File: config.mk
export PLATFORM = sky130hd
export DESIGN_NAME = irqsense_unit
export DESIGN_NICKNAME = d
export VERILOG_FILES = /design/src/rtl/irqsense_pkg.sv /design/src/rtl/irqsense_cell.sv /design/src/rtl/irqsense_bank.sv /design/src/rtl/irqsense_unit.sv
export SDC_FILE = /design/constraint.sdc
export NUM_CORES = 1
export LEC_CHECK = 0
export BUFFER_PORTS_ARGS = -buffer_cell sky130_fd_sc_hd__clkbuf_2
export CAP_MARGIN = 5
export CELL_PAD_IN_SITES_DETAIL_PLACEMENT = 1
export CELL_PAD_IN_SITES_GLOBAL_PLACEMENT = 2
export CORE_AREA = 2 2 150 152
export DETAILED_ROUTE_END_ITERATION = 7
export DIE_AREA = 0 0 152 154
export PLACE_DENSITY_LB_ADDON = 0.1
export SLEW_MARGIN = 20
export SYNTH_ARGS = -nofsm -noshare
export SYNTH_HDL_FRONTEND = slang
export SYNTH_SLANG_ARGS = --single-unit
File: constraint.sdc
create_clock -name clk -period 1.3 [get_ports clk]
set_input_delay 0.13 -clock clk [delete_from_list [all_inputs] [get_ports clk]]
set_output_delay 0.13 -clock clk [all_outputs]
set_load 0.05 [all_outputs]
File: src/rtl/irqsense_pkg.sv
package irqsense_pkg;
  localparam int REG_W = 32;

  typedef enum logic [1:0] {
    SENSE_LOW  = 2'b00,
    SENSE_FALL = 2'b01,
    SENSE_RISE = 2'b10,
    SENSE_BOTH = 2'b11
  } sense_t;

  // Normalized event for one synchronized sample and the sample before it.
  function automatic logic sense_eval(sense_t m, logic cur, logic prv);
    logic r;
    unique case (m)
      SENSE_LOW:  r = ~cur;
      SENSE_FALL: r = prv & ~cur;
      SENSE_RISE: r = cur & ~prv;
      default:    r = cur ^ prv;
    endcase
    return r;
  endfunction

  // Replicates one mode into n two-bit fields.
  function automatic logic [REG_W-1:0] fill_fields(sense_t m, int unsigned n);
    logic [REG_W-1:0] v;
    v = '0;
    for (int unsigned i = 0; i < n; i++) v[2*i+:2] = m;
    return v;
  endfunction
endpackage

File: src/rtl/irqsense_cell.sv
module irqsense_cell
  import irqsense_pkg::*;
#(
  parameter int SYNC_STAGES = 2
) (
  input  logic   clk,
  input  logic   rst_n,
  input  logic   raw_i,
  input  sense_t mode_i,
  input  logic   realign_i,
  output logic   sync_o,
  output logic   evt_o
);
  logic [SYNC_STAGES-1:0] chain_q;
  logic                   prv_q;
  logic                   evt_q;
  logic                   cur;

  assign cur = chain_q[SYNC_STAGES-1];

  always_ff @(posedge clk or negedge rst_n) begin
    if (!rst_n) begin
      chain_q <= '0;
      prv_q   <= 1'b0;
      evt_q   <= 1'b0;
    end else begin
      chain_q <= {chain_q[SYNC_STAGES-2:0], raw_i};
      prv_q   <= cur;
      if (realign_i && mode_i != SENSE_LOW) evt_q <= 1'b0;
      else                                  evt_q <= sense_eval(mode_i, cur, prv_q);
    end
  end

  assign sync_o = cur;
  assign evt_o  = evt_q;
endmodule

File: src/rtl/irqsense_bank.sv
module irqsense_bank
  import irqsense_pkg::*;
#(
  parameter int          NF        = 14,
  parameter int          ADDR_W    = 8,
  parameter logic [7:0]  MODE_ADDR = 8'h0C
) (
  input  logic              clk,
  input  logic              rst_n,
  input  logic              we_i,
  input  logic [ADDR_W-1:0] addr_i,
  input  logic [REG_W-1:0]  wdata_i,
  input  logic [REG_W-1:0]  wmask_i,
  output logic [REG_W-1:0]  rdata_o,
  output logic [2*NF-1:0]   fields_o,
  output logic [NF-1:0]     chg_o
);
  localparam int FW = 2 * NF;
  localparam logic [FW-1:0] RST_VAL = FW'(fill_fields(SENSE_RISE, NF));

  logic [FW-1:0] fields_q, nxt;
  logic [NF-1:0] chg_q, chg_d;
  logic          hit;

  assign hit = we_i && (addr_i == ADDR_W'(MODE_ADDR));
  assign nxt = (fields_q & ~wmask_i[FW-1:0]) | (wdata_i[FW-1:0] & wmask_i[FW-1:0]);

  for (genvar f = 0; f < NF; f++) begin : g_chg
    assign chg_d[f] = hit && (nxt[2*f+:2] != fields_q[2*f+:2]);
  end

  always_ff @(posedge clk or negedge rst_n) begin
    if (!rst_n) begin
      fields_q <= RST_VAL;
      chg_q    <= '0;
    end else begin
      if (hit) fields_q <= nxt;
      chg_q <= chg_d;
    end
  end

  assign rdata_o  = (addr_i == ADDR_W'(MODE_ADDR)) ? REG_W'(fields_q) : '0;
  assign fields_o = fields_q;
  assign chg_o    = chg_q;
endmodule

File: src/rtl/irqsense_unit.sv
module irqsense_unit
  import irqsense_pkg::*;
#(
  parameter int         NS_PINS     = 14,
  parameter int         S_PINS      = 2,
  parameter int         SOFT_LINES  = 16,
  parameter int         SYNC_STAGES = 2,
  parameter int         ADDR_W      = 8,
  parameter logic [7:0] MODE_ADDR   = 8'h0C
) (
  input  logic                      clk,
  input  logic                      rst_n,
  input  logic [NS_PINS+S_PINS-1:0] pin_i,
  input  logic                      syserr_i,
  input  logic [SOFT_LINES-1:0]     soft_i,
  input  logic                      bus_we,
  input  logic                      bus_bank,
  input  logic [ADDR_W-1:0]         bus_addr,
  input  logic [31:0]               bus_wdata,
  input  logic [31:0]               bus_wmask,
  output logic [31:0]               bus_rdata,
  output logic [NS_PINS+S_PINS-1:0] pin_o,
  output logic                      syserr_o,
  output logic [SOFT_LINES-1:0]     soft_o
);
  localparam int NPIN     = NS_PINS + S_PINS;
  localparam int S_FIELDS = S_PINS + 1;
  localparam int NSRC     = NPIN + 1;

  logic [2*NS_PINS-1:0]  ns_fields;
  logic [2*S_FIELDS-1:0] s_fields;
  logic [NS_PINS-1:0]    ns_chg;
  logic [S_FIELDS-1:0]   s_chg;
  logic [REG_W-1:0]      ns_rdata, s_rdata;

  // Named internal events, visible to the bound checker.
  logic [2*NSRC-1:0]     src_mode;
  logic [NSRC-1:0]       src_chg, src_raw, src_sync, src_evt;
  logic [SOFT_LINES-1:0] soft_sync, soft_evt;

  irqsense_bank #(.NF(NS_PINS), .ADDR_W(ADDR_W), .MODE_ADDR(MODE_ADDR)) u_bank_gen (
    .clk(clk), .rst_n(rst_n), .we_i(bus_we & ~bus_bank), .addr_i(bus_addr),
    .wdata_i(bus_wdata), .wmask_i(bus_wmask), .rdata_o(ns_rdata),
    .fields_o(ns_fields), .chg_o(ns_chg)
  );

  irqsense_bank #(.NF(S_FIELDS), .ADDR_W(ADDR_W), .MODE_ADDR(MODE_ADDR)) u_bank_prot (
    .clk(clk), .rst_n(rst_n), .we_i(bus_we & bus_bank), .addr_i(bus_addr),
    .wdata_i(bus_wdata), .wmask_i(bus_wmask), .rdata_o(s_rdata),
    .fields_o(s_fields), .chg_o(s_chg)
  );

  // Source order: general pins, protected pins, then the error input.
  assign src_mode = {s_fields, ns_fields};
  assign src_chg  = {s_chg, ns_chg};
  assign src_raw  = {syserr_i, pin_i};

  for (genvar g = 0; g < NSRC; g++) begin : g_src
    irqsense_cell #(.SYNC_STAGES(SYNC_STAGES)) u_cell (
      .clk(clk), .rst_n(rst_n), .raw_i(src_raw[g]),
      .mode_i(sense_t'(src_mode[2*g+:2])), .realign_i(src_chg[g]),
      .sync_o(src_sync[g]), .evt_o(src_evt[g])
    );
  end

  for (genvar g = 0; g < SOFT_LINES; g++) begin : g_soft
    irqsense_cell #(.SYNC_STAGES(SYNC_STAGES)) u_cell (
      .clk(clk), .rst_n(rst_n), .raw_i(soft_i[g]),
      .mode_i(SENSE_RISE), .realign_i(1'b0),
      .sync_o(soft_sync[g]), .evt_o(soft_evt[g])
    );
  end

  assign pin_o     = src_evt[NPIN-1:0];
  assign syserr_o  = src_evt[NPIN];
  assign soft_o    = soft_evt;
  assign bus_rdata = bus_bank ? s_rdata : ns_rdata;
endmodule

==> Yosys cells after proc, flatten, opt, wreduce, memory -nomap -nowiden <==
Cells that the tools add are included.
{ "op_classes": {"n_eq_ne": 52, "bitwise_logic": 128, "n_reduce_logical": 70, "mux": 37} }
{ "ops": {"columns": ["operator", "n"], "rows": [
  ["$and 28x28->28", 2],
  ["$and 1x1->1", 52],
  ["$not 1->1", 51],
  ["$pmux 1 s3", 17],
  ["$logic_and 1x1->1", 36],
  ["$eq 2x1->1 const B", 17],
  ["$eq 2x2->1 const B", 17],
  ["$logic_not 2->1", 17],
  ["$ne 2x2->1", 17],
  ["$reduce_bool 2->1", 17],
  ["$mux 32", 1],
  ["$mux 28", 1],
  ["$not 28->28", 1],
  ["$or 28x28->28", 1],
  ["$mux 1", 17],
  ["$xor 1x1->1", 17],
  ["$and 6x6->6", 2],
  ["$eq 8x4->1 const B", 1],
  ["$mux 6", 1],
  ["$not 6->6", 1],
  ["$or 6x6->6", 1]
]} }
{ "word_totals": {"input_bits": 109, "wordCells": 390, "ff_bits": 183, "out_inout_bits": 65} }

==> Longest topological paths before layout <==
Gate-level depths: netlist of the first run.
{ "depth": {"word_depth": 5, "ltp_mapped": 6} }

==> Hierarchy <==
A second synthesis of the first run with hierarchy kept.
{ "hier_totals": {"cells_unflattened": 812, "hier_area_um2": 9262.6} }
{ "modules_own_cells": {"columns": ["mod", "seq_area_each_um2", "n_inst", "cells_each", "area_each_um2"], "rows": [
  ["irqsense_cell", 100.1, 33, 15, 172.7],
  ["irqsense_bank (u_bank_gen)", 1068.5, 1, 206, 2293.4],
  ["irqsense_bank (u_bank_prot)", 229.0, 1, 71, 719.4],
  ["irqsense_unit", 0.0, 1, 40, 551.8]
]} }

==> Worst setup path before layout of the first run <==
No wires, ideal clock.
{ "synth_timing": {"path_kind": "input-to-output", "from": "input port bus_addr[0]", "to": "output port bus_rdata[0]", "required_time_ns": 1.170, "setup_slack_ns": -0.368, "cell_stages": 5, "arrival_ns": 1.538, "path_buffers": 2, "path_cell_list": "and4bb_2 > buf_4 > buf_2 > nand2_1 > nor2_1"} }
{ "synth_between": {"elab_chain_len": 3, "word_cells_on_any_way": 4, "classes_between": "eq/ne (1); mux (3)"} }
{ "synth_rtl": {"columns": ["item", "line", "text"], "rows": [
  ["from (decl)", "irqsense_unit.sv:18", "input logic [ADDR_W-1:0] bus_addr,"],
  ["$eq 8x4->1 (*)", "irqsense_bank.sv:42", "assign rdata_o = (addr_i == ADDR_W'(MODE_ADDR)) ? REG_W'(fields_q) : '0;"],
  ["$mux 28 or $mux 6 (tied branches)", "irqsense_bank.sv:42", null],
  ["$mux 32 (*)", "irqsense_unit.sv:77", "assign bus_rdata = bus_bank ? s_rdata : ns_rdata;"],
  ["to (decl)", "irqsense_unit.sv:21", "output logic [31:0] bus_rdata,"]
]} }
Every way passes the cells marked *; elsewhere a longest branch is shown, timed or not.

==> Worst setup path after layout of the first run <==
{ "layout_timing": {"from": "register u_bank_gen.fields_q[1] (netlist: u_bank_gen.fields_o[1])", "to": "output port bus_rdata[1]"} }
{ "layout_between": {"elab_chain_len": 2} }
{ "layout_rtl": {"columns": ["item", "line", "text"], "rows": [
  ["from (decl)", "irqsense_bank.sv:21", "logic [FW-1:0] fields_q, nxt;"],
  ["from (signal assigned)", "irqsense_bank.sv:37", "if (hit) fields_q <= nxt;"],
  ["$mux 28", "irqsense_bank.sv:42", null],
  ["$mux 32", "irqsense_unit.sv:77", null]
]} }
Every way passes these cells.

==> results.txt, run 1 <==
The run finished, with violations left. The checks that failed: setup timing. The total core area came out at 21,700 um^2. Sorting the synthesized cells by area gives the leading types as sky130_fd_sc_hd__dfrtp_1 (54%), sky130_fd_sc_hd__mux2_2 (6.5%), sky130_fd_sc_hd__dfstp_2 (5.8%).

Counting along the longest clock path gives a buffer depth of 2. For this run, the leading register cell type out of synthesis is sky130_fd_sc_hd__dfrtp_1. The worst endpoint required time came out at 1170 ps.

The nature of the critical path endpoint is an output pin. The number of max-cap violations is 0. Buffers inserted during clock tree synthesis total 17. The path class of the tightest hold or removal check is in -> reg. The worst setup slack before clock tree synthesis came out at -274 ps. The via count is 5,316. The largest individual stage delay along the critical path comes from the cell sky130_fd_sc_hd__dfstp_2. The maximum number of pins on one net before global-route repair is 42. Of the post-synthesis cell area, the dominant cell type holds 54.1%. The first detailed-routing pass ran for 4 iterations.

The leakage component of the power came out at 5.22 nW. By count the netlist is led by sky130_fd_sc_hd__dfrtp_1 (166), sky130_fd_sc_hd__mux2_2 (44), sky130_fd_sc_hd__buf_4 (39). Across the VDD grid, the largest voltage drop is 0.000881 V.

The final wirelength is 17.9 mm. The die outline area is 23,400 um^2. During synthesis, Yosys emitted a total of 0 warnings.

Traced cell by cell, the critical path runs through mux2i_4, nor2_4, buf_12. In this run the most critical hold path is launched from bus_wmask[25]. Dividing the detail-routed via count by the number of cells gives 4.62. The number of standard cells after synthesis came out at 598. In this design, the largest share of critical-path delay is due to flip-flops. Counting both buffers and inverters, the worst setup path holds a total of 1. The data arrival time at the worst-slack endpoint is 1340 ps.

The clock skew is 11.1 ps. The number of DRC violations after detailed-routing iteration 0 is 122. The first global-routing pass estimated 29.7 mm of wire. The initial antenna violation count came out at 1.

TritonCTS built the clock tree. In the post-route analysis, the smallest setup slack over all paths is -173 ps. The initial core utilization is 35.4%. The count of cell instances traversed by the critical path came out at 3. The period utilization came out at 113%.

The number of clock sinks is 183. The via count of the first global-routing pass is 5,854. Summed over all instances, the cell type with the most area after synthesis is sky130_fd_sc_hd__dfrtp_1.

The count of non-filler cells in the finished layout came out at 1,151. The worst setup path is launched from a flop. Dividing the synthesized area by the synthesized cell count gives 12.8 um^2. Routability-driven placement finished with a final weighted congestion of 0.799. The width of the chip came out at 152 um. The number of nets with antenna violations after detailed routing is 0. The register-to-register path setup slack came out at 40 ps. The count of H-tree levels built during CTS is 4. The fraction of registers with async set or reset after synthesis is 100%.

Static timing analysis puts the maximum clock frequency at 0.679 GHz. After synthesis the netlist holds a flip-flop and latch count of 183. The number of core rows came out at 54. The detailed-route wire length per cell is 15.6 um. The residual DRC count came out at 0.

Once detailed placement completed, the half-perimeter wirelength came to 12.5 mm. The power per standard cell area came out at 1170 nW/um^2. Yosys instantiated no cell more often than sky130_fd_sc_hd__dfrtp_1.

Following the worst setup path forward leads to its endpoint at bus_rdata[1]. The clock-pin slew reported for the worst setup and hold paths after clock tree synthesis is 80 ps. Of the synthesized area, sequential elements account for 59.9%. Cells with a size suffix above 1 make up 40.7% of the layout. The tree is rooted in a sky130_fd_sc_hd__clkbuf_16. The logic depth of the worst register-to-register path is 4.

The global routing usage summed across all routing layers came out at 16.0%. The number of flops mapped to enable cells by yosys is 0. Yosys mapped the design onto 29 distinct sky130hd cell types. The cell area that synthesis handed to floorplanning was 7680 um^2. The class of the most critical setup path is reg -> out. The die is 154 um tall.

The time the final worst path needs with I/O delays and setup is 1470 ps. Setup repair after global routing could not meet its margin everywhere. The maximum single-stage delay on the critical path is 560 ps. The count of pins over their slew limit came out at 0.

The total of buffers placed on input and output ports is 161. Along the worst path, the maximum fanout reaches 2. The total global routing overflow came out at 0. Setup violations remaining at the end of the flow were counted as 28. The final net count came out at 1,000. The reg-to-reg critical path startpoint is g_src[13].u_cell.chain_q[1]. In this run the critical register-to-register path is captured at g_src[13].u_cell.evt_o.

The layout overhead on the synthesized area is 42.4%. The setup TNS is -3370 ps. The final hold violation count is 0. The launching element of the worst setup path is u_bank_gen.fields_o[1].

The number of top-level pins is 174. The cell total after placement came out at 1,013. The clock network latency to the later pin of the worst-skew pair came out at 430 ps.
==> worst reg2reg max path: cells and delay by family (launching register included) <==
family / cells / cell delay [ps]
AOI/OAI and AO/OA: 1 / 50
and+or+nand+nor: 1 / 120
DFF: 1 / 450
adders and majority gates: 1 / 280
muxes: 1 / 260
==> sequential cells by signal (all words and copies together), names as in the netlist <==
| register | flops |
|---|---|
| g_src.u_cell.evt_o | 17 |
| g_soft.u_cell.prv_q | 16 |
| u_bank_gen.fields_o | 28 |
| u_bank_prot.chg_o | 3 |
| g_soft.u_cell.chain_q | 32 |
| u_bank_prot.fields_o | 6 |
| u_bank_gen.chg_o | 14 |
| g_src.u_cell.chain_q | 34 |
| g_src.u_cell.prv_q | 17 |
| g_soft.u_cell.evt_o | 16 |
==> metal layers <==
metal	up-vias	global-route usage [%]	share of wire, %
li1	2501	-	-
met1	2691	19.1	43
met2	103	28.7	53
met3	21	3.52	2.8
met4	0	5.25	1.3
met5	-	0	0
==> cells in the final DEF, fill, tap and decap left out, types with 16 or more instances in the layout <==
master | netlist | layout
sky130_fd_sc_hd__inv_1 | 34 | 34
sky130_fd_sc_hd__dfstp_2 | 17 | 17
sky130_fd_sc_hd__buf_4 | 39 | 36
sky130_fd_sc_hd__buf_12 | 3 | 17
sky130_fd_sc_hd__nand4_1 | 34 | 34
sky130_fd_sc_hd__o22ai_1 | 17 | 17
sky130_fd_sc_hd__nand2_1 | 18 | 17
sky130_fd_sc_hd__nand2b_1 | 30 | 27
sky130_fd_sc_hd__nor2_1 | 25 | 19
sky130_fd_sc_hd__ha_1 | 34 | 33
sky130_fd_sc_hd__and2_2 | 0 | 18
sky130_fd_sc_hd__clkbuf_2 | 0 | 131
sky130_fd_sc_hd__clkbuf_16 | 0 | 17
sky130_fd_sc_hd__nor2b_1 | 16 | 16
sky130_fd_sc_hd__dlygate4sd3_1 | 0 | 82
sky130_fd_sc_hd__xor2_1 | 34 | 34
sky130_fd_sc_hd__buf_8 | 0 | 19
sky130_fd_sc_hd__a22oi_1 | 17 | 17
sky130_fd_sc_hd__mux2_2 | 44 | 42
sky130_fd_sc_hd__dfrtp_1 | 166 | 158
==> power breakdown <==
part | switching, mW | total, mW | internal (mW)
registers | 0.112 | 6.03 | 5.92
clock network | 2.63 | 5.46 | 2.84
logic | 0.698 | 1.28 | 0.585
total | 3.44 | 12.8 | 9.34
==> what timing repair did <==
action                                 4_1_cts  5_1_grt
setup endpoints to repair                   28       32
gates resized for setup                     54       37
endpoints found under the hold margin      241        0
hold buffers                                82        0
setup buffers                               19        4
pin swaps                                    5        6
==> how the worst min path moves through the flow <==
stage,endpoint,slack (ps),cells past startpoint
floorplan,g_soft[0].u_cell.chain_q[0],-170,0
global placement,g_src[1].u_cell.chain_q[0],40,1
detailed placement,g_src[1].u_cell.chain_q[0],30,1
CTS,u_bank_gen.chg_o[12],0.4,3
global route,u_bank_gen.fields_o[0],20,2
finish,u_bank_gen.chg_o[12],20,3
==> cell families after synthesis <==
kind of cell	count (synthesis)	share of synthesized area, %
XOR/XNOR	34	3.88
adder cells (fa/ha/maj)	34	5.54
other	1	0.0488
multiplexers	57	8.26
buffers and inverters	86	6.94
AO/OA/AOI/OAI	51	4.22
flip-flops	183	59.9
AND/OR/NAND/NOR	152	11.2
==> area by class of cell <==
class                   instances  area, um^2
diodes                          1        2.50
clock buffers                  17         425
clock inverters                15         220
fillers                      2229       10800
inverters                      34         128
multi-input cells             332        2780
flip-flops and latches        183        4610
well taps                     280         350
repair buffers                289        2420
==> per-stage QoR <==
stage	power, mW	hold slack [ps]	util [%]	cell area, um^2
global placement	7.13	35.0	41.3	8950
finish	12.8	15.3	50.4	10900
detailed placement	7.18	31.4	41.3	8950
floorplan	6.73	-166	-	7770
global route	13.3	20.1	50.4	10900
CTS	13.0	0.400	49.7	10800
No activity file was read; power rests on OpenSTA's default activity.
==> inputs of run 2 (changes only) <==
- CORE_AREA: 2 2 150 152 -> 2 2 164 166
- DIE_AREA: 0 0 152 154 -> 0 0 166 168
- SYNTH_HIERARCHICAL: not set -> 1
==> run 2 against run 1 <==
Against the previous run: the run still ends with setup timing left; combinational power increased by 66%; final area is 24% higher; first-iteration DRC count grew 110%; critical path depth unchanged; clock-buffer cell count increased by 3; non-clock buffer count rose by 46; register-to-register slack hardly changed; worst setup slack lost 110 ps.
==> results.txt, run 2 <==
The flow ran to the end, but the final reports show violations. The checks that failed: setup timing. The share of the core filled with cells was 51.5% (+1.1 points). The reported net switching power is 3.71 mW (+8.1%). The clock power share came out at 41.0% (-1.8 points).

The most common cell in the synthesized netlist is sky130_fd_sc_hd__dfrtp_1. The average cell area after synthesis came to 11.4 um^2 (-11%). The cell with the biggest individual delay on the critical path is sky130_fd_sc_hd__dfstp_2. The initial core utilization came out at 35.2% (-0.25 points). By startpoint and endpoint, the worst setup path is classified as reg -> out. The number of iterations in the first detailed-routing pass is 4 (unchanged).

The hold-critical path depth is 3 (unchanged). The die height came out at 168 um (+9.1%). The register-to-register path setup slack is 50 ps (about the same). The number of DRC violations after detailed-routing iteration 0 came out at 251 (+110%). The maximum single-stage delay on the critical path came out at 540 ps (-20 ps). The leading area contributor after synthesis is sky130_fd_sc_hd__dfrtp_1. The worst register-to-register path begins at u_bank_gen/fields_o[8].

The share of final-layout standard cells stronger than drive strength 1 came to 29.7% (-11 points). The maximum number of pins on one net before global-route repair came to 39 (-7.1%). The reg-to-reg endpoint is u_bank_gen/chg_o[4]. The total core area is 26,400 um^2 (+21%). The worst setup slack after layout came out at -279 ps (-106 ps). The via count is 7,133 (+34%).

The number of clock sinks came out at 183 (unchanged). The clock-pin slew reported for the worst setup and hold paths after clock tree synthesis was 80 ps (about the same). The clock root buffer is sky130_fd_sc_hd__clkbuf_16. The total clock buffers created by CTS is 17 (unchanged). The global routing usage summed across all routing layers came out at 17.0% (+0.98 points). Sorting the synthesized cells by area gives the leading types as sky130_fd_sc_hd__dfrtp_1 (45%), sky130_fd_sc_hd__ha_1 (8.9%), sky130_fd_sc_hd__dfstp_2 (4.8%). STA classifies the critical path startpoint as a flop. STA classifies the critical path endpoint as an output pin.

The biggest fanout along the worst timing path is 2 (unchanged). The detailed-route wire length per cell came out at 14.4 um (-7.8%). The net switching fraction of the power was 26.7% (-0.15 points). The total design power is 13.9 mW (+8.7%). The detailed-route vias per instance is 4.39 (-5.0%).

The die outline area is 27,900 um^2 (+19%). The area growth from synthesis to layout is 46.5%. The total global routing overflow is 0 (unchanged). The sequential element share of the synthesized area is 49.7% (-10 points).

The logic depth of the worst register-to-register path was 6 (+2). The weighted congestion at the end of routability-driven global placement was 0.722 (-9.6%). The total of buffers placed on input and output ports came out at 161 (unchanged). The most common library cell in the layout ignoring fill and taps is sky130_fd_sc_hd__dfrtp_1. The combinational cell fraction of total power came out at 15.3% (+5.3 points). On the critical path the largest part of the delay comes from flip-flops. The internal power is 10.2 mW (+8.9%).

The setup TNS is -6670 ps (-3310 ps). The post-synthesis instance area was 9260 um^2 (+21%). The wire length of the first global-routing pass came to 37.7 mm (+27%). The flip-flop count of the largest register, all copies and words added is 34 (unchanged). The detailed-routing wirelength on met1 is 10.3 mm (+35%). The cell total after placement is 1,483 (+46%). The relative contribution of sequential cells to total power is 43.7% (-3.5 points). The time the final worst path needs with I/O delays and setup is 1580 ps (+106 ps). The signal on the critical path passes through and3_2, mux2_4, clkbuf_16. The number of distinct library cells after synthesis is 30 (+3.4%). The power per standard cell area is 1020 nW/um^2 (-12%). The final hold violation count came out at 0 (unchanged). Leaving out fill and tap cells, the most frequent cells in the layout are sky130_fd_sc_hd__dfrtp_1 (166), sky130_fd_sc_hd__conb_1 (158), sky130_fd_sc_hd__clkbuf_2 (130).

The clock skew is 10.3 ps (-0.797 ps). The initial antenna violation count came out at 3 (+2). The worst hold path belongs to the class in -> reg. The via count of the first global-routing pass came out at 7,596 (+30%). The number of core rows is 60 (+11%). By count the netlist is led by sky130_fd_sc_hd__dfrtp_1 (166), sky130_fd_sc_hd__inv_1 (99), sky130_fd_sc_hd__ha_1 (66), sky130_fd_sc_hd__nor2_1 (50). The leakage component of the power is 7.04 nW (+35%). The final net count came out at 1,443 (+44%). The worst endpoint required time is 1170 ps (about the same). The final setup violation count came out at 29 (+3.6%). The fraction of registers with async set or reset after synthesis is 100% (unchanged).

The detailed route wirelength on metal2 is 11.8 mm (+23%). The worst voltage drop across the vdd grid came out at 0.000885 V (+0.45%). The half-perimeter wire length after detailed placement came out at 16.1 mm (+29%).

The number of standard cells after synthesis came out at 812 (+36%). The period utilization is 121% (+8.2 points). The number of max-cap violations came out at 0 (unchanged). The area share of the leading cell type in the synthesized netlist is 44.8% (-9.3 points). The most flop-heavy register is g_src.u_cell/chain_q. The final worst hold slack came out at 23.7 ps (+8.35 ps). The data arrival time at the worst-slack endpoint is 1450 ps (+110 ps).

The final wirelength came out at 23.3 mm (+30%). The prevailing post-synth register cell is sky130_fd_sc_hd__dfrtp_1. The number of nets with antenna violations after detailed routing came out at 0 (unchanged). The count of pins over their slew limit is 0 (unchanged).

The buffer and inverter count on the worst path came to 1 (unchanged). The met3 wire length came out at 864 um (+74%). The number of flops mapped to enable cells by yosys was 0 (unchanged). The count of H-tree levels built during CTS is 4 (unchanged). The residual DRC count came to 0 (unchanged).

The number of synthesized register bits is 183 (unchanged). Setup repair after global routing could not meet its margin everywhere. The count of non-filler cells in the finished layout is 1,625 (+41%). TritonCTS built the clock tree.

The fmax came out at 0.633 GHz (-6.7%). The number of buffers on the longest clock path is 2 (unchanged). The startpoint identified for the worst hold timing path is bus_wmask[13]. The worst hold path terminates at u_bank_gen/chg_o[6].

The width of the chip is 166 um (+9.2%). The number of warnings reported in the yosys synthesis log is 6 (+6). The highest layer touched by signal routing is met4. The clock network latency to the later pin of the worst-skew pair is 430 ps (about the same). The number of top-level pins is 174 (unchanged).
[run 2: kinds of logic (layout without fill, tap and decap cells)]
kind of cell / after synthesis / count (layout) / synth area share, %
AND/OR/NAND/NOR: 192 / 192 / 11.7
flip-flops: 183 / 183 / 49.7
buffers and inverters: 151 / 466 / 8.24
multiplexers: 99 / 99 / 12.7
AO/OA/AOI/OAI: 83 / 83 / 5.39
adder cells (fa/ha/maj): 66 / 66 / 8.92
XOR/XNOR: 34 / 34 / 3.21
other: 4 / 161 / 0.162
[run 2: through the flow]
| step | worst slack [ps] | instance area (um^2) |
|---|---|---|
| floorplan | -38.4 | 9900 |
| global placement | -249 | 11600 |
| detailed placement | -283 | 11600 |
| CTS | -295 | 13300 |
| global route | -326 | 13600 |
| finish | -279 | 13600 |
[run 2: power by group through the flow]
| stage | sequential (mW) | clock, mW | combinational [mW] |
|---|---|---|---|
| floorplan | 6.41 | 0 | 0.895 |
| global placement | 6.18 | 0 | 1.78 |
| detailed placement | 6.19 | 0 | 1.81 |
| CTS | 6.07 | 5.91 | 2.08 |
| global route | 6.10 | 6.14 | 2.34 |
| finish | 6.07 | 5.70 | 2.12 |
[run 2: tightest hold or removal path: cells and delay by family]
kind / cells / cell delay (ps)
buffers and inverters: 1 / 90
AND/OR/NAND/NOR: 1 / 110
AO/OA/AOI/OAI: 1 / 80
[run 2: cell type report]
| cell class | count | area (um^2) |
|---|---|---|
| Antenna cell | 3 | 7.51 |
| Clock buffer | 20 | 447 |
| Clock inverter | 12 | 191 |
| Fill cell | 2897 | 12800 |
| Inverter | 99 | 372 |
| Multi-Input combinational cell | 632 | 4550 |
| Sequential cell | 183 | 4600 |
| Tap cell | 341 | 427 |
| Timing Repair Buffer | 335 | 2980 |
[run 2: layer usage]
layer  track usage, %  vias to the layer above
li1                 -                     3491
met1             20.6                     3483
met2             29.9                      130
met3             3.74                       29
met4             5.63                        0
met5                0                        -
[run 2: how the worst max path moves through the flow]
stage	end	slack [ps]	depth (start not counted)	start
after floorplan	u_bank_gen/fields_o[0]	-40	7	bus_bank
after global placement	bus_rdata[25]	-250	7	bus_addr[1]
after detailed placement	bus_rdata[25]	-280	7	bus_addr[1]
after CTS	bus_rdata[25]	-290	3	u_bank_gen/fields_o[25]
after global routing	bus_rdata[1]	-330	3	u_bank_gen/fields_o[1]
final	bus_rdata[1]	-280	3	u_bank_prot/fields_o[1]
[run 2: timing repair]
action	CTS	global route
hold buffers	76	0
cloned	0	4
pin swaps	0	1
gates resized for setup	42	22
endpoints found under the hold margin	194	0
buffers inserted	13	14
setup endpoints to repair	28	28
==> inputs of run 3 (changes only) <==
- RECOVER_POWER: not set -> 25
- REMOVE_ABC_BUFFERS: not set -> 1
==> run 3 against run 2 <==
Against the previous run: final area is 1.8% lower; largest cell class unchanged; first-iteration DRC count is 18% lower; the flow still finishes with violations (setup timing); clock power is 7.7% lower; highest routed layer unchanged; clock-buffer cell count is 2 lower; die area stayed put; core utilization is 0.92 points lower; fmax is 2.5% lower; largest power group unchanged.
==> results.txt, run 3 (synthesized netlist as in run 2, its figures left out) <==
The class of the most critical setup path is reg -> out. The via count of the first global-routing pass came out at 7,408 (-2.5%). The count of pins over their slew limit came to 0 (unchanged).

The residual DRC count came out at 0 (unchanged). The count of H-tree levels built during CTS is 4 (unchanged). TritonCTS built the clock tree. The number of core rows is 60 (unchanged). The total of buffers placed on input and output ports is 161 (unchanged). The number of buffers on the longest clock path came out at 2 (unchanged).

The worst endpoint required time came to 1170 ps (about the same). The instance area after placement came out at 11,400 um^2 (-1.2%). The fmax is 0.617 GHz (-2.5%).

The total global routing overflow was 0 (unchanged). The most common library cell in the layout ignoring fill and taps is sky130_fd_sc_hd__dfrtp_1. The via count is 7,045 (-1.2%). The width of the chip came out at 166 um (unchanged). The share of final-layout standard cells stronger than drive strength 1 is 27.9% (-1.8 points). The power per standard cell area is 1010 nW/um^2 (-1.6%). The final wirelength is 23.8 mm (+1.8%). The final setup violation count is 29 (unchanged). The wire length of the first global-routing pass came out at 38.1 mm (+1.3%). The initial core utilization came to 35.2% (unchanged). The share of the core filled with cells was 50.6% (-0.92 points).

The number of DRC violations after detailed-routing iteration 0 is 205 (-18%). The clock-pin slew reported for the worst setup and hold paths after clock tree synthesis came out at 80 ps (about the same). The worst voltage drop across the vdd grid came out at 0.000763 V (-14%). The weighted congestion at the end of routability-driven global placement was 0.727 (+0.73%). At the pin with the least slew margin, the transition time is 947 ps. The maximum single-stage delay on the critical path came to 560 ps (+20 ps). The period utilization was 125% (+3.2 points).

Traced cell by cell, the critical path runs through and3_4, mux2_4, clkbuf_16. The die height came out at 168 um (unchanged). The clock skew is 14.5 ps (+4.16 ps). The cell total after placement is 1,474 (-0.61%). The half-perimeter wire length after detailed placement came out at 16.0 mm (-1.1%). g_src.u_cell/chain_q holds more flip-flops than any other register. The cell with the biggest individual delay on the critical path is sky130_fd_sc_hd__dfstp_2.

The detailed-route wire length per cell was 14.9 um (+3.4%). The biggest fanout along the worst timing path is 2 (unchanged). The flow ran to the end, but the final reports show violations.

The post-route cell area came out at 13,300 um^2 (-1.8%). The final hold violation count is 0 (unchanged). The number of clock sinks was 183 (unchanged). Setup repair after global routing could not meet its margin everywhere. The worst setup slack before clock tree synthesis is -333 ps (-49.5 ps). The count of non-filler cells in the finished layout came to 1,599 (-1.6%).

The maximum number of pins on one net before global-route repair came to 40 (+2.6%). The worst setup path is captured at an output pin. The total clock buffers created by CTS came out at 17 (unchanged). The final net count is 1,420 (-1.6%). The number of max-cap violations is 0 (unchanged). Clock tree synthesis selected as its root buffer the cell sky130_fd_sc_hd__clkbuf_16.

The initial antenna violation count came out at 1 (-2). In the layout the commonest cells are sky130_fd_sc_hd__dfrtp_1 (166), sky130_fd_sc_hd__conb_1 (158), sky130_fd_sc_hd__clkbuf_2 (126). The worst setup slack after layout is -320 ps (-41.2 ps). The flip-flop count of the largest register, all copies and words added is 34 (unchanged). The data arrival time at the worst-slack endpoint came out at 1490 ps (+40 ps).

The global routing usage summed across all routing layers is 17.3% (+0.36 points). The number of iterations in the first detailed-routing pass came out at 6 (+2). The worst setup path is launched from a flop.

The total core area came to 26,400 um^2 (unchanged). The detailed-route vias per instance came to 4.41 (+0.37%). The antenna diode count came out at 0 (-3).

The time the final worst path needs with I/O delays and setup is 1620 ps (+41.2 ps). The clock network latency to the later pin of the worst-skew pair came out at 440 ps (about the same). The number of nets with antenna violations after detailed routing was 0 (unchanged). The number of fill cells is 2,913 (+0.55%). The leakage component of the power is 6.91 nW (-1.9%).

The area growth from synthesis to layout is 43.9%. The number of top-level pins came to 174 (unchanged). The tightest min-delay check is of the in -> reg type. The worst-case headroom to the max-slew limit came out at 36.8%. The die outline area came to 27,900 um^2 (unchanged).

The checks that failed: setup timing.
-- run 3: changes by cell type in the layout (fill, tap and decap cells not counted), sizes merged --
cell / change
dlygate4sd3: -2
clkinvlp: -1
clkbuf: -4
inv: +4
bufinv: -3
buf: -19
diode: -3
clkinv: +2
-- run 3: path summary, 6_finish.rpt --
check	from	to	slack (ps)	cells past startpoint
max	u_bank_gen/fields_o[1]	bus_rdata[1]	-320	3
min	bus_wdata[4]	u_bank_prot/fields_o[4]	8	2
max reg2reg	u_bank_gen/fields_o[11]	u_bank_gen/chg_o[5]	120	4
min reg2reg	g_soft[7].u_cell/chain_q[0]	g_soft[7].u_cell/chain_q[1]	350	0
max in group asynchronous	rst_n	u_bank_gen/fields_o[21]	120	3
min in group asynchronous	rst_n	g_soft[10].u_cell/evt_o	370	2
-- run 3: cell type report --
type,count,area (um^2),share of cell area [%]
Sequential cell,183,4600,34.5
Multi-Input combinational cell,632,4530,34.0
Timing Repair Buffer,312,2810,21.1
Clock buffer,18,439,3.29
Tap cell,341,427,3.20
Inverter,99,372,2.79
Clock inverter,14,155,1.16
-- run 3: stage by stage --
stage / setup TNS (ps) / total power [mW] / hold WS [ps]
final: -6780 / 13.4 / 8.33
after CTS: -7400 / 13.6 / 0.745
after floorplan: -51590 / 7.17 / -166
after detailed placement: -14360 / 7.97 / 61.8
after global placement: -13010 / 7.93 / 59.5
after global routing: -8360 / 14.1 / 7.68
-- run 3: timing repair --
action,in CTS,in global routing
resized for setup,56,29
cloned,3,1
hold endpoints to repair,234,0
setup buffers,10,6
setup endpoints to repair,28,39
hold buffers,74,0
pin swaps,1,7
-- run 3: report_power, final --
part | total [mW] | switching, mW | leakage, nW | internal, mW
combinational | 2.10 | 1.21 | 4.41 | 0.892
clock | 5.26 | 2.47 | 0.295 | 2.79
sequential | 6.07 | 0.130 | 2.21 | 5.94
-- run 3: worst max-delay path: cells and delay by family (launching register included) --
| kind | cells | cell delay (ps) |
|---|---|---|
| mux | 1 | 160 |
| simple gates | 1 | 180 |
| flops | 1 | 560 |
| buf+inv | 1 | 160 |
-- run 3: layer usage --
metal  share of wire (%)  routed length (um)  vias to the layer above  track usage, %
met5                   0                   0                        -               0
met4                 1.3                 298                        0            5.29
met3                 3.8                 912                       21            3.27
met2                  49               11700                      132            29.6
met1                  46               10900                     3450            22.4
li1                    -                   -                     3442               -
